[config.mk]
export PLATFORM = sky130hd
export DESIGN_NAME = sym4_da_section
export DESIGN_NICKNAME = d
export VERILOG_FILES = /design/src/rtl/sym4_da_pkg.sv /design/src/rtl/sym4_da_serial.sv /design/src/rtl/sym4_da_lut.sv /design/src/rtl/sym4_da_acc.sv /design/src/rtl/sym4_da_section.sv
export SDC_FILE = /design/constraint.sdc
export NUM_CORES = 1
export LEC_CHECK = 0
export ABC_AREA = 1
export BUFFER_PORTS_ARGS = -buffer_cell sky130_fd_sc_hd__buf_2
export CAP_MARGIN = 20
export CELL_PAD_IN_SITES_DETAIL_PLACEMENT = 1
export CELL_PAD_IN_SITES_GLOBAL_PLACEMENT = 1
export CORE_ASPECT_RATIO = 0.7
export CORE_MARGIN = 3
export CORE_UTILIZATION = 42
export DETAILED_ROUTE_END_ITERATION = 10
export GPL_ROUTABILITY_DRIVEN = 0
export HOLD_SLACK_MARGIN = 0.02
export PLACE_DENSITY_LB_ADDON = 0.1
export SLEW_MARGIN = 20
export SYNTH_ARGS = -nofsm -noshare
export SYNTH_HDL_FRONTEND = slang
export SYNTH_HIERARCHICAL = 1
export SYNTH_SLANG_ARGS = --single-unit
export TNS_END_PERCENT = 5
[constraint.sdc]
create_clock -name clk -period 3.2 [get_ports clk]
set_input_delay 0.8 -clock clk [delete_from_list [all_inputs] [get_ports clk]]
set_output_delay 0.8 -clock clk [all_outputs]
set_load 0.05 [all_outputs]
[src/rtl/sym4_da_pkg.sv]
`timescale 1ns/1ps
package sym4_da_pkg;

   // Alignment flags that travel alongside the serial data.
   typedef struct packed {
      logic first;   // lowest bit position of a sample
      logic last;    // sign bit position of a sample
      logic act;     // slot carries a live bit
   } tag_t;

   // Coefficient sum selected by one 3-bit table address.
   // Address bit 2: outer pair, bit 1: inner pair, bit 0: centre sample.
   function automatic int lut_entry(input int addr, input int c0, input int c1, input int c2);
      int acc;
      acc = 0;
      if (addr[2]) acc = acc + c0;
      if (addr[1]) acc = acc + c1;
      if (addr[0]) acc = acc + c2;
      return acc;
   endfunction

endpackage

[src/rtl/sym4_da_serial.sv]
`timescale 1ns/1ps
module sym4_da_serial
   import sym4_da_pkg::*;
#(
   parameter int DW = 8,
   parameter int IW = 4
) (
   input  logic          clk,
   input  logic          rst_n,
   input  logic          load,
   input  logic [DW-1:0] din,
   input  logic          act,
   input  logic          first,
   input  logic          last,
   input  logic [IW-1:0] bit_idx,
   output logic [2:0]    addr_q,
   output tag_t          tag_q
);
   localparam int TAPS  = 5;
   localparam int NPAIR = 2;

   logic [DW-1:0]    tap [TAPS];
   logic [IW-1:0]    sel;
   logic [TAPS-1:0]  bt;
   logic [NPAIR-1:0] psum;

   // Five-sample history; the newest sample sits in tap[0].
   always_ff @(posedge clk or negedge rst_n) begin
      if (!rst_n) begin
         for (int i = 0; i < TAPS; i++) tap[i] <= '0;
      end else if (load) begin
         tap[0] <= din;
         for (int i = 1; i < TAPS; i++) tap[i] <= tap[i-1];
      end
   end

   // Past the top bit, repeat the sign bit so each pair sum gains its extra bit.
   assign sel = (bit_idx >= IW'(DW)) ? IW'(DW-1) : bit_idx;

   generate
      for (genvar i = 0; i < TAPS; i++) begin : g_bit
         assign bt[i] = tap[i][sel];
      end

      // One-bit serial adders: pair p adds tap p to its mirror tap.
      for (genvar p = 0; p < NPAIR; p++) begin : g_pair
         logic cy_r;
         logic ci;
         logic co;
         logic a;
         logic b;
         assign a       = bt[p];
         assign b       = bt[TAPS-1-p];
         assign ci      = first ? 1'b0 : cy_r;
         assign psum[p] = a ^ b ^ ci;
         assign co      = (a & b) | (ci & (a ^ b));
         always_ff @(posedge clk or negedge rst_n) begin
            if (!rst_n)   cy_r <= 1'b0;
            else if (act) cy_r <= co;
         end
      end
   endgenerate

   // First pipeline stage: the table address and its alignment flags.
   always_ff @(posedge clk or negedge rst_n) begin
      if (!rst_n) begin
         addr_q <= '0;
         tag_q  <= '0;
      end else begin
         addr_q <= {psum[0], psum[1], bt[2]};
         tag_q  <= '{first: first, last: last, act: act};
      end
   end
endmodule

[src/rtl/sym4_da_lut.sv]
`timescale 1ns/1ps
module sym4_da_lut
   import sym4_da_pkg::*;
#(
   parameter int TW      = 12,
   parameter int C0      = 0,
   parameter int C1      = 0,
   parameter int C2      = 0,
   parameter int TBL_REG = 1
) (
   input  logic                 clk,
   input  logic                 rst_n,
   input  logic [2:0]           addr,
   input  tag_t                 tag_in,
   output logic signed [TW-1:0] val,
   output tag_t                 tag_out
);
   localparam int ENTRIES = 8;

   logic signed [TW-1:0] tbl [ENTRIES];
   logic signed [TW-1:0] word;

   generate
      for (genvar a = 0; a < ENTRIES; a++) begin : g_entry
         assign tbl[a] = TW'(lut_entry(a, C0, C1, C2));
      end
   endgenerate

   assign word = tbl[addr];

   generate
      if (TBL_REG != 0) begin : g_reg
         // Added stage; the flags take an alignment register of their own.
         always_ff @(posedge clk or negedge rst_n) begin
            if (!rst_n) begin
               val     <= '0;
               tag_out <= '0;
            end else begin
               val     <= word;
               tag_out <= tag_in;
            end
         end
      end else begin : g_comb
         assign val     = word;
         assign tag_out = tag_in;
      end
   endgenerate
endmodule

[src/rtl/sym4_da_acc.sv]
`timescale 1ns/1ps
module sym4_da_acc
   import sym4_da_pkg::*;
#(
   parameter int DW   = 8,
   parameter int TW   = 12,
   parameter int FRAC = 8,
   parameter int NB   = 9
) (
   input  logic                 clk,
   input  logic                 rst_n,
   input  logic signed [TW-1:0] t_val,
   input  tag_t                 tag,
   output logic                 out_valid,
   output logic [DW-1:0]        out_data
);
   localparam int UW = TW + 2;           // headroom for the partial sum
   localparam int PW = UW + NB;          // full-precision result
   localparam logic signed [PW:0] HALF   = (PW+1)'(1) <<< (FRAC-1);
   localparam logic signed [PW:0] SAT_HI = ((PW+1)'(1) <<< (DW-1)) - (PW+1)'(1);
   localparam logic signed [PW:0] SAT_LO = -SAT_HI - (PW+1)'(1);

   logic signed [PW-1:0] p_q;
   logic signed [PW-1:0] p_nxt;
   logic signed [UW-1:0] hi;
   logic signed [UW-1:0] t_ext;
   logic signed [UW-1:0] term;
   logic signed [UW-1:0] sum;
   logic [NB-1:0]        lo;
   logic [PW:0]          wide;
   logic signed [PW:0]   p_ext;
   logic signed [PW:0]   rnd;
   logic [DW-1:0]        sat;

   assign hi    = tag.first ? '0 : p_q[PW-1:NB];
   assign lo    = tag.first ? '0 : p_q[NB-1:0];
   assign t_ext = UW'(t_val);
   assign term  = tag.last ? -t_ext : t_ext;   // sign position is subtracted
   assign sum   = hi + term;
   assign wide  = {sum[UW-1], sum, lo};
   assign p_nxt = PW'($signed(wide) >>> 1);

   assign p_ext = (PW+1)'(p_nxt);
   assign rnd   = (p_ext + HALF) >>> FRAC;

   always_comb begin
      if (rnd > SAT_HI)      sat = SAT_HI[DW-1:0];
      else if (rnd < SAT_LO) sat = SAT_LO[DW-1:0];
      else                   sat = rnd[DW-1:0];
   end

   always_ff @(posedge clk or negedge rst_n) begin
      if (!rst_n) begin
         p_q       <= '0;
         out_valid <= 1'b0;
         out_data  <= '0;
      end else begin
         out_valid <= tag.act & tag.last;
         if (tag.act) p_q <= p_nxt;
         if (tag.act & tag.last) out_data <= sat;
      end
   end
endmodule

[src/rtl/sym4_da_section.sv]
`timescale 1ns/1ps
module sym4_da_section
   import sym4_da_pkg::*;
#(
   parameter int DW      = 8,
   parameter int CW      = 10,
   parameter int FRAC    = 8,
   parameter int C0      = -20,
   parameter int C1      = 70,
   parameter int C2      = 156,
   parameter int TBL_REG = 1
) (
   input  logic          clk,
   input  logic          rst_n,
   input  logic          in_valid,
   input  logic [DW-1:0] in_data,
   output logic          in_ready,
   output logic          out_valid,
   output logic [DW-1:0] out_data
);
   localparam int NB     = DW + 1;               // serial word with the pair-sum bit
   localparam int PER    = NB + 1 + TBL_REG;     // cycles per sample
   localparam int CNTW   = $clog2(PER);
   localparam int TW     = CW + 2;
   localparam int CMAX   = (1 << (CW-1)) - 1;
   localparam int CMIN   = -(1 << (CW-1));

   generate
      if (DW < 2 || DW > 24)                $error("DW out of range");
      if (CW < 2 || CW > 24)                $error("CW out of range");
      if (FRAC < 1 || FRAC > CW + DW)       $error("FRAC out of range");
      if (TBL_REG != 0 && TBL_REG != 1)     $error("TBL_REG must be 0 or 1");
      if (C0 > CMAX || C0 < CMIN)           $error("C0 does not fit CW bits");
      if (C1 > CMAX || C1 < CMIN)           $error("C1 does not fit CW bits");
      if (C2 > CMAX || C2 < CMIN)           $error("C2 does not fit CW bits");
   endgenerate

   logic            busy;
   logic [CNTW-1:0] cnt;
   logic            accept;
   logic            ser_act;
   logic            ser_first;
   logic            ser_last;
   logic [2:0]      addr_q;
   tag_t            tag_a;
   tag_t            tag_b;
   logic signed [TW-1:0] t_val;

   assign in_ready  = !busy || (cnt == CNTW'(PER-1));
   assign accept    = in_valid && in_ready;
   assign ser_act   = busy && (cnt < CNTW'(NB));
   assign ser_first = ser_act && (cnt == '0);
   assign ser_last  = ser_act && (cnt == CNTW'(NB-1));

   always_ff @(posedge clk or negedge rst_n) begin
      if (!rst_n) begin
         busy <= 1'b0;
         cnt  <= '0;
      end else if (accept) begin
         busy <= 1'b1;
         cnt  <= '0;
      end else if (busy) begin
         if (cnt == CNTW'(PER-1)) busy <= 1'b0;
         else                     cnt  <= cnt + 1'b1;
      end
   end

   sym4_da_serial #(.DW(DW), .IW(CNTW)) u_serial (
      .clk     (clk),
      .rst_n   (rst_n),
      .load    (accept),
      .din     (in_data),
      .act     (ser_act),
      .first   (ser_first),
      .last    (ser_last),
      .bit_idx (cnt),
      .addr_q  (addr_q),
      .tag_q   (tag_a)
   );

   sym4_da_lut #(.TW(TW), .C0(C0), .C1(C1), .C2(C2), .TBL_REG(TBL_REG)) u_lut (
      .clk     (clk),
      .rst_n   (rst_n),
      .addr    (addr_q),
      .tag_in  (tag_a),
      .val     (t_val),
      .tag_out (tag_b)
   );

   sym4_da_acc #(.DW(DW), .TW(TW), .FRAC(FRAC), .NB(NB)) u_acc (
      .clk       (clk),
      .rst_n     (rst_n),
      .t_val     (t_val),
      .tag       (tag_b),
      .out_valid (out_valid),
      .out_data  (out_data)
   );
endmodule

After elaboration in Yosys (flattened, before gate mapping)
Memories as Yosys holds them, arrays and structs flattened. A register that Yosys moved wholly into a read port is not among the register bits.
Index checks and enable logic that the tools add are counted.

word-level totals
  register bits = 87
  memories = 1
  bits of input ports = 11
  ROM bits = 96

operators by class
  eq/ne operators = 3
  reduce and logical (&&, ||, !) cells = 10
  order comparisons = 5
  multiplexer cells = 24
  $add $sub $neg = 4
  bitwise logic cells = 12

memory list
  name              depth  width  rd ports  clocked after memory_dff  wr ports  RTL line           text
  (name not given)  8      12     1         1                         0         sym4_da_lut.sv:29  assign word = tbl[addr];

operators with widths
  operator                                                                          number
  14-bit two-way mux                                                                2
  22-bit by 9-bit adder with 23-bit output, second input constant                   1
  4-bit two-way mux                                                                 4
  8-bit two-way mux                                                                 2
  1-bit binary-select mux with 3-bit select                                         5
  15-bit by 8-bit greater-than comparator with 1-bit output, second input constant  1
  15-bit by 8-bit < comparator with 1-bit output, second input constant             1
  14-bit adder                                                                      1
  12-bit negation with 14-bit output                                                1
  1-bit two-way mux                                                                 10
  9-bit two-way mux                                                                 1
  4-bit equality test, second input constant                                        2
  4-bit < comparator, second input constant                                         2
  1-bit bitwise AND                                                                 5
  4-bit by 1-bit adder with 4-bit output, second input constant                     1
  4-bit >= comparator, second input constant                                        1
  1-bit logical AND                                                                 4
  4-bit zero test                                                                   1
  3-bit NOT with 4-bit output                                                       1
  1-bit bitwise XOR                                                                 4
  1-bit zero test                                                                   2
  2-bit != test, second input constant                                              1
  1-bit OR                                                                          2
  2-bit AND reduction                                                               1
  2 further kinds                                                                   2

Depth between registers and ports, before layout
  depth in word-level cells = 7
  depth in mapped cells = 28

Hierarchy
The synthesis kept the hierarchy.

modules (own cells, without submodules)
  module           times used  cells an instance  area each (um^2)  sequential area each (um^2)
  sym4_da_acc      1           436                2587.5            575.6
  sym4_da_serial   1           247                2148.3            1201.2
  sym4_da_lut      1           40                 446.7             275.3
  sym4_da_section  1           38                 317.8             125.1

Worst setup path after synthesis
No wires, ideal clock.

  kind = register to register
  start = register u_lut.val[1]
  end = register u_acc.out_data[0]
  required time = 3082 ps
  buffers on the path = 0
  setup slack = 169 ps
  stages on the path, launching flop included = 23
  arrival = 2914 ps
  path through = dfrtp_1 > inv_1 > ha_1 > nand2_1 > nor3_1 > nand2_1 > nand2_1 > xnor2_1 > ha_1 > nand2_1 > inv_1 > a21oi_1 > nand3_1 > nand2_1 > nand2_1 > nor2_1 > nand3_1 > a21oi_1 > nand3_2 > o21ai_4 > nand2_1 > nand2_1 > nand2_1

on the way
  cells in the longest elaborated chain, start to end = 7

ends and longest elaborated chain
  element                                         RTL line           text
  start: declaration                              sym4_da_lut.sv:15  output logic signed [TW-1:0] val,
  12-bit negation with 14-bit output              sym4_da_acc.sv:38  assign term = tag.last ? -t_ext : t_ext;
  14-bit two-way mux (*)                          sym4_da_acc.sv:38
  14-bit adder (*)                                sym4_da_acc.sv:39  assign sum = hi + term;
  22-bit by 9-bit adder with 23-bit output (*)    sym4_da_acc.sv:44  assign rnd = (p_ext + HALF) >>> FRAC;
  15-bit by 8-bit < comparator with 1-bit output  sym4_da_acc.sv:48  else if (rnd < SAT_LO) sat = SAT_LO[DW-1:0];
  8-bit two-way mux                               sym4_da_acc.sv:48
  8-bit two-way mux (*)                           sym4_da_acc.sv:47  if (rnd > SAT_HI) sat = SAT_HI[DW-1:0];
  end signal: assignment                          sym4_da_acc.sv:60  if (tag.act & tag.last) out_data <= sat;
  end: declaration                                sym4_da_acc.sv:15  output logic [DW-1:0] out_data

Every way passes the cells marked *; elsewhere a longest branch is shown, timed or not.
A chain may end at the register's enable or synchronous reset.

Final worst setup path
  start = register u_lut.val[3]
  end = register u_acc.out_data[0]

Same word-level chain as after synthesis.

==> impl_results.rst <==
.. list-table::
   :header-rows: 1

   * - Metric
     - Value
   * - Outcome
     - finished with violations
   * - Failing checks
     - setup timing
   * - Slew at the pin with the worst max-slew slack
     - 675 ps
   * - Worst-path maximum fanout
     - 8
   * - Number of buffer cells added on primary ports
     - 20
   * - Number of setup violations in the final report
     - 8
   * - Post-Route Skew
     - 7.95 ps
   * - Die Y
     - 102 um
   * - Worst setup slack after layout
     - -245 ps
   * - Hpwl dp
     - 12,000 um
   * - Setup repair after global routing missed its margin
     - yes
   * - CTS tree
     - yes
   * - Setup TNS
     - -1600 ps
   * - Htree depth
     - 3
   * - Leading cell type in the layout, fill and taps excluded
     - nand2_1
   * - Post-route DRC
     - 0
   * - Number of vias per cell after detailed routing
     - 5.10
   * - Area contributors post-synth
     - dfrtp_1, nand2_1, inv_1
   * - Drt first pass iters
     - 4
   * - Overflow left after global routing
     - 0
   * - Total of flip-flops plus latches after synthesis
     - 87
   * - Final worst path period need
     - 3440 ps
   * - Class of the worst hold path
     - reg2reg
   * - Root buffer selected by CTS
     - clkbuf_16
   * - Yosys top cell area share
     - 39.6%
   * - Combined area of all synthesized cells
     - 0.00550 mm2
   * - Standard cell area after detailed placement
     - 0.00613 mm2
   * - R2R Path Start
     - u_lut/val[3]
   * - Crit path launch type
     - register
   * - Number of instances in the synthesized netlist
     - 761
   * - Vias in the first global route
     - 5,462
   * - Cell accounting for the most synthesized area
     - dfrtp_1
   * - Type of destination of the critical path
     - register
   * - Clock transition at the register clock pins on the worst setup and hold paths after CTS
     - 70 ps
   * - Critical path arrival
     - 3680 ps
   * - Number of buffers inserted during clock tree synthesis
     - 9
   * - Multi-input gate area
     - 0.00310 mm2
   * - Average cell area after synthesis
     - 7.23 um2
   * - Width of the die
     - 143 um
   * - R2R depth
     - 20
   * - Average routed wire per standard cell
     - 16.7 um
   * - Post-route ant nets
     - 0
   * - Number of nets at the end of the flow
     - 890
   * - Number of hold violations in the final report
     - 0
   * - Global-route wire length before repair
     - 27,200 um
   * - Synth unique cells
     - 35
   * - Post-Synthesis Net Count
     - 800
   * - Layout cell share with drive strength beyond 1
     - 26.4%
   * - Total Routed Length
     - 17,000 um
   * - Fill cells
     - 1,594
   * - Total count of max-transition violations in the final report
     - 0
   * - Footprint of the flip-flops and latches
     - 0.00218 mm2
   * - Overall die area
     - 0.0145 mm2
   * - Diode count
     - 0
   * - Sequential element share of the synthesized area
     - 39.6%
   * - Most frequent cells in the layout
     - nand2_1, inv_1, dfrtp_1
   * - Critical Path End
     - u_acc/out_data[0]
   * - Crit. Startpoint
     - u_lut/val[3]
   * - Number of antenna violations at the first check in global routing
     - 0
   * - Worst Path Required
     - 3430 ps
   * - Total global routing track utilization
     - 23.7%
   * - Iteration-0 DRC count of the detailed router
     - 261
   * - Hold Worst Slack
     - 354 ps
   * - Final period util
     - 108%
   * - Register-to-register setup slack
     - -240 ps
   * - Layout overhead on the synthesized area
     - 25.8%
   * - Layout Cell Area excl Fill
     - 0.00692 mm2
   * - Capture instance of the worst register-to-register path
     - u_acc/out_data[0]
   * - Core box area
     - 0.0126 mm2
   * - Number of sinks driven by the clock tree
     - 87
   * - Max_slew headroom
     - 55.0%
   * - Highest achievable clock rate
     - 290 MHz
   * - Buffer levels on the longest clock path
     - 2
   * - Num rows
     - 34
   * - Pin count of the biggest net entering global routing
     - 49
   * - Maximum Capacitance Violations
     - 0
   * - Starting density of the core
     - 43.7%
   * - Warnings from Yosys
     - 6
   * - WS Path Type
     - reg2reg
   * - Latest clock arrival within the worst-skew pair
     - 350 ps
   * - Via count
     - 5,195
   * - Number of top-level pins
     - 21
-- worst min-delay path by stage --
stage                                 start  slack, ps               end  cells after the start
after floorplan           u_serial/tag_q[0]        330  u_lut/tag_out[0]                      0
after global placement    u_serial/tag_q[0]        340  u_lut/tag_out[0]                      0
after detailed placement  u_serial/tag_q[1]        340  u_lut/tag_out[1]                      0
after CTS                 u_serial/tag_q[1]        350  u_lut/tag_out[1]                      0
after global routing      u_serial/tag_q[1]        370  u_lut/tag_out[1]                      0
final                     u_serial/tag_q[1]        350  u_lut/tag_out[1]                      0
-- critical path: stages, from the launching register on --
cell and delay (ps):
dfrtp_1 400, nor2_2 170, nand4_1 190, nor2_4 180, a21oi_2 80, xor2_1 230, ha_1 330, nand2_2 150
inv_2 60, a21oi_4 170, nand3_2 100, nand2_1 100, nand2_2 90, nor2_4 130, nand3_1 140, a21oi_2 190
nand3_2 100, o21ai_4 270, nand2_1 100, nand2_1 80, nand2_1 70
-- cells in the mapped netlist --
cell,n
a21oi_1,26
a31oi_1,1
and2_1,1
buf_1,1
buf_2,4
buf_4,6
buf_6,2
clkbuf_1,8
clkinv_1,2
conb_1,1
dfrtp_1,87
fa_1,3
ha_1,25
inv_1,105
inv_2,7
mux2_2,7
nand2_1,251
nand2_2,8
nand2_4,3
nand3_1,63
nand3_2,3
nand3_4,1
nand3b_1,4
nand4_1,9
nor2_1,63
nor2_2,2
nor2_4,4
nor3_1,3
o21ai_0,39
o21ai_2,2
o21ai_4,1
o21bai_1,2
o31ai_1,1
xnor2_1,5
xor2_1,11
-- flip-flops by register name, summed over array words and instances (netlist names) --
register	count
u_lut/val	8
u_acc/out_valid	1
u_acc/p_q	14
u_serial/tap	40
u_serial/addr_q	3
u_serial/tag_q	3
cnt	4
u_lut/tag_out	3
u_acc/out_data	8
busy	1
u_serial/g_pair.cy_r	2
-- per-layer routing --
layer | vias to the layer above | global-route usage [%] | wire length (um)
met4 | 0 | 5.33 | 194
met5 | - | 0 | 0
met1 | 2549 | 34.7 | 8570
met3 | 18 | 3.73 | 491
li1 | 2541 | - | -
met2 | 87 | 37.4 | 7750
-- final cells by class --
type                       instances  area share, %
inverter                         114           6.18
timing repair buffer             100           10.4
multi-input combinational        539           44.8
clock buffer                      10           3.31
sequential                        87           31.5
tap                              162           2.93
clock inverter                     6          0.958
-- metrics by stage --
step	setup slack [ps]	cells	util (%)
floorplan	169	761	-
CTS	-189	1009	52.7
detailed placement	-443	982	48.7
global route	-500	1018	54.9
global placement	-161	982	48.7
finish	-245	1018	54.9
-- timing repair --
item	CTS	global route
pin swaps	41	47
endpoints found under the setup margin	8	8
hold buffers	0	0
setup buffers	11	9
resized for setup	43	52
endpoints found under the hold margin	0	0
-- cells by family after synthesis --
family / synth area share, %
simple gates: 32.6
mux: 1.43
fa+ha+maj: 6.78
flops: 39.6
xor+xnor: 2.55
compound gates: 7.05
other cells: 0.0682
buf+inv: 9.99
Power is left out: the tool's default activity adds up to more than one toggle a clock period on the data nets, which glitch-free logic cannot reach.
